===== src/rtl/shared_vec_disc.sv =====
module shared_vec_disc #(
  parameter int NPAIR = 2,
  parameter int DW    = 8
) (
  input  logic             clk,
  input  logic             rst_n,
  input  logic [2*NPAIR-1:0] src_evt,
  input  logic             wr_en,
  input  logic             addr,
  input  logic [DW-1:0]    wr_data,
  output logic [DW-1:0]    rd_data,
  output logic [NPAIR-1:0] vec_req
);
  localparam int NSRC = 2 * NPAIR;

  logic [NSRC-1:0]  valid_q, flag_q;
  logic [NSRC-1:0]  hit;
  logic [NPAIR-1:0] pair_hit;
  logic             wr_valid, wr_flag;

  assign wr_valid = wr_en && !addr;
  assign wr_flag  = wr_en && addr;
  assign hit      = src_evt & valid_q;

  genvar p;
  generate
    for (p = 0; p < NPAIR; p++) begin : g_pair
      assign pair_hit[p] = hit[2*p] | hit[2*p+1];
    end
  endgenerate

  always_ff @(posedge clk or negedge rst_n) begin
    if (!rst_n) begin
      valid_q <= '0;
      flag_q  <= '0;
      vec_req <= '0;
    end else begin
      if (wr_valid) valid_q <= wr_data[NSRC-1:0];
      flag_q  <= (flag_q & (wr_flag ? wr_data[NSRC-1:0] : {NSRC{1'b1}})) | src_evt;
      vec_req <= pair_hit;
    end
  end

  assign rd_data = {{(DW-NSRC){1'b0}}, addr ? flag_q : valid_q};

  p_flag_set_r2: assert property (@(posedge clk) disable iff (!rst_n)
    (|src_evt) |=> ((flag_q & $past(src_evt)) == $past(src_evt)));

  p_flag_rise_only_evt_r6: assert property (@(posedge clk) disable iff (!rst_n)
    1'b1 |=> ((flag_q & ~($past(flag_q) | $past(src_evt))) == '0));

  p_flag_hold_r5: assert property (@(posedge clk) disable iff (!rst_n)
    (!wr_flag && src_evt == '0) |=> $stable(flag_q));

  generate
    for (p = 0; p < NPAIR; p++) begin : g_chk
      p_req_on_valid_r3: assert property (@(posedge clk) disable iff (!rst_n)
        ((src_evt[2*p] && valid_q[2*p]) || (src_evt[2*p+1] && valid_q[2*p+1]))
          |=> vec_req[p]);
      p_req_needs_valid_r4: assert property (@(posedge clk) disable iff (!rst_n)
        (!(src_evt[2*p] && valid_q[2*p]) && !(src_evt[2*p+1] && valid_q[2*p+1]))
          |=> !vec_req[p]);
    end
  endgenerate
endmodule


===== config.mk =====
export PLATFORM = sky130hd
export DESIGN_NAME = shared_vec_disc
export DESIGN_NICKNAME = d
export VERILOG_FILES = /design/src/rtl/shared_vec_disc.sv
export SDC_FILE = /design/constraint.sdc
export NUM_CORES = 1
export LEC_CHECK = 0
export ABC_AREA = 1
export ABC_CLOCK_PERIOD_IN_PS = 800
export BUFFER_PORTS_ARGS = -buffer_cell sky130_fd_sc_hd__buf_2
export CORE_MARGIN = 5
export CORE_UTILIZATION = 35
export CTS_BUF_LIST = sky130_fd_sc_hd__clkbuf_8
export CTS_CLUSTER_DIAMETER = 40
export DETAILED_ROUTE_END_ITERATION = 7
export HOLD_SLACK_MARGIN = 0.03
export PLACE_DENSITY = 0.65
export REMOVE_ABC_BUFFERS = 1
export SLEW_MARGIN = 25
export SYNTH_ARGS = -nofsm -noshare
export SYNTH_HDL_FRONTEND = slang
export SYNTH_SLANG_ARGS = --single-unit

===== constraint.sdc =====
create_clock -name clk -period 0.8 [get_ports clk]
set_clock_uncertainty 0.15 [all_clocks]
set_input_delay 0.04 -clock clk [delete_from_list [all_inputs] [get_ports clk]]
set_output_delay 0.04 -clock clk [all_outputs]
set_load 0.01 [all_outputs]

==> results.md <==
- Ant. Diodes: 0
- Layout Utilization: 0.574
- GR Util All Layers: 0.120
- DRT Pass-1 Iters: 4
- Via count: 454
- Clock Latency Late Sink: 0.23 ns
- CP max-delay cell: dfrtp_1
- Drt total wl: 1150 um
- Pwr dens: 2050 mW/mm^2
- Worst-path cell chain: inv_1, o21ai_1, buf_2
- Area leader, netlist: dfrtp_1
- Dpl cells: 94
- Final Hold Viols: 10
- Synth Register Bits: 10
- Htree depth: 1
- Worst path max stage delay: 0.37 ns
- Area share of the largest cell type after synthesis: 0.519
- Hold slack: -0.131 ns
- Largest net degree at the start of global routing: 11
- Row cnt: 13
- Post-route ant nets: 0
- Initial antenna violation count: 0
- Period utilisation layout: 1.34
- Outcome: finished, violations left
- Crit-path leading delay family: flip-flops
- First-pass GRT wire length: 1810 um
- Post-Syn Area: 482 um^2
- Synth async-reset ratio: 1.00
- Count of final setup violators: 13
- Number of buffers created by CTS: 3
- Top cells by area, synth: dfrtp_1 52%, nand2_1 17%, inv_1 8.6%
- Routability cong.: 0.699
- Sink Count: 10
- Layout net count: 107
- Area grow syn2layout: 55.1%
- Initial DRC count: 7
- CTS Hold Bufs: 1
- Share of cells above drive strength 1: 0.444
- CTS tree: done
- Gr ovfl total: 0
- DP Wirelength: 785 um
- Final worst slack: -0.274 ns
- Reg clk slew, reported paths: 0.05 ns
- Failing checks: hold timing, setup timing
- Finished Layout Cells: 105
- RSZ-0062 raised after global routing: true
- Max Clk Rate: 0.931 GHz
- CP Buf/Inv Count: 2
- Synth warnings: 0
- Post-synth EDFFs: 0
- Worst setup SP type: flip-flop
- Lkg Pwr: 0.000425 uW
- Ys flop type: dfrtp_1
- Die area: 0.00222 mm^2
- Synth cell types: 9
- DR WL/cell: 10.9 um
- Syn avg cell area: 7.77 um^2
- Vias in the first global route: 460
- Most frequent cells after synthesis: 22 x nand2_1, 11 x inv_1, 10 x dfrtp_1
- Place WS: -0.0411 ns
- Fin. max-slew vios: 0
- DRC errors left: 0
- Arrival time of the worst setup path: 0.88 ns
- DP Area: 587 um^2
- Initial core utilization: 0.370
- Vias per inst: 4.32
- Nature of the critical path endpoint: output port
- Boundary Pins: 26
- Finished Cell Area: 747 um^2
- Worst min-delay path category: in2reg
- Sequential element share of the synthesized area: 0.519
- Worst EP required: 0.61 ns
- Post-Synthesis Cells: 62
- Core footprint: 0.00130 mm^2
- Port-buffer cells: 17
- Die Y: 47.1 um
- Die extent in x: 47.1 um
- Worst Setup Path Type: reg2out
- Final min period: 1.07 ns
- CP max FO: 2
- Peak supply drop: 0.00144 V
- Clock Path Buffers: 2
- Root Buffer: clkbuf_8
- Max cap viols: 0
- Most common cell in the netlist: nand2_1
## logic make-up after synthesis
kind of cell    synth area share
simple gates               0.226
other cells              0.00778
flops                      0.519
compound gates            0.0831
buf+inv                    0.164
## layout by cell type (no fill, tap or decap), drive strengths merged
cell type,synthesis,layout
buf,5,25
nand2,23,23
inv,11,11
dfrtp,10,10
o21ai,8,8
nand3,4,4
conb,1,4
clkbuf,0,4
dlygate4sd3,0,1
## layout make-up
cell class | instances | area, um^2
repair buffers | 26 | 185
clock buffers | 4 | 55.1
well taps | 15 | 18.8
flip-flops and latches | 10 | 250
fillers | 120 | 554
inverters | 11 | 41.3
multi-input cells | 39 | 196
## per-stage QoR
step | total power (uW) | TNS [ns]
detailed placement | 807 | -0.180
global route | 1610 | -2.12
CTS | 1490 | -1.58
global placement | 801 | -0.0950
floorplan | 693 | 0
finish | 1530 | -1.67
## flip-flops by register name, indices dropped and copies added (netlist names)
name / flops
vec_req: 2
flag_q: 4
valid_q: 4
## worst paths after layout
kind	startpoint	endpoint	slack, ns	cells after the start
min in group asynchronous	rst_n	flag_q[1]	0.07	2
worst max-delay path	valid_q[2]	rd_data[2]	-0.27	3
max in group asynchronous	rst_n	flag_q[0]	0.23	2
worst min register to register	flag_q[2]	flag_q[2]	0.34	2
worst min-delay path	src_evt[1]	flag_q[1]	-0.13	3
worst max register to register	valid_q[3]	valid_q[3]	-0.09	3
## where the power goes
part           switching [uW]  internal (uW)  total, uW  leakage (uW)
Clock                     190            432        622     0.0000288
Combinational             161            164        325      0.000284
Sequential               26.8            556        583      0.000112
## timing repair
action | in CTS | in global routing
endpoints found under the hold margin | 20 | 10
setup buffers | 3 | 5
pin swaps | 2 | 2
setup endpoints to repair | 8 | 11
gates resized for setup | 4 | 15
## tightest hold or removal path, cell delays in order
cell and delay, ns:
buf_2 0.09, inv_1 0.04, nand2_1 0.05
## metal layers
| metal | GRT usage | wire (um) | vias to the layer above |
|---|---|---|---|
| met5 | 0 | 0 | - |
| met4 | 0.0663 | 8 | 0 |
| met3 | 0.0307 | 69 | 2 |
| met2 | 0.201 | 613 | 13 |
| met1 | 0.140 | 454 | 205 |
| li1 | - | - | 234 |
(Power assumes the default switching activity.)
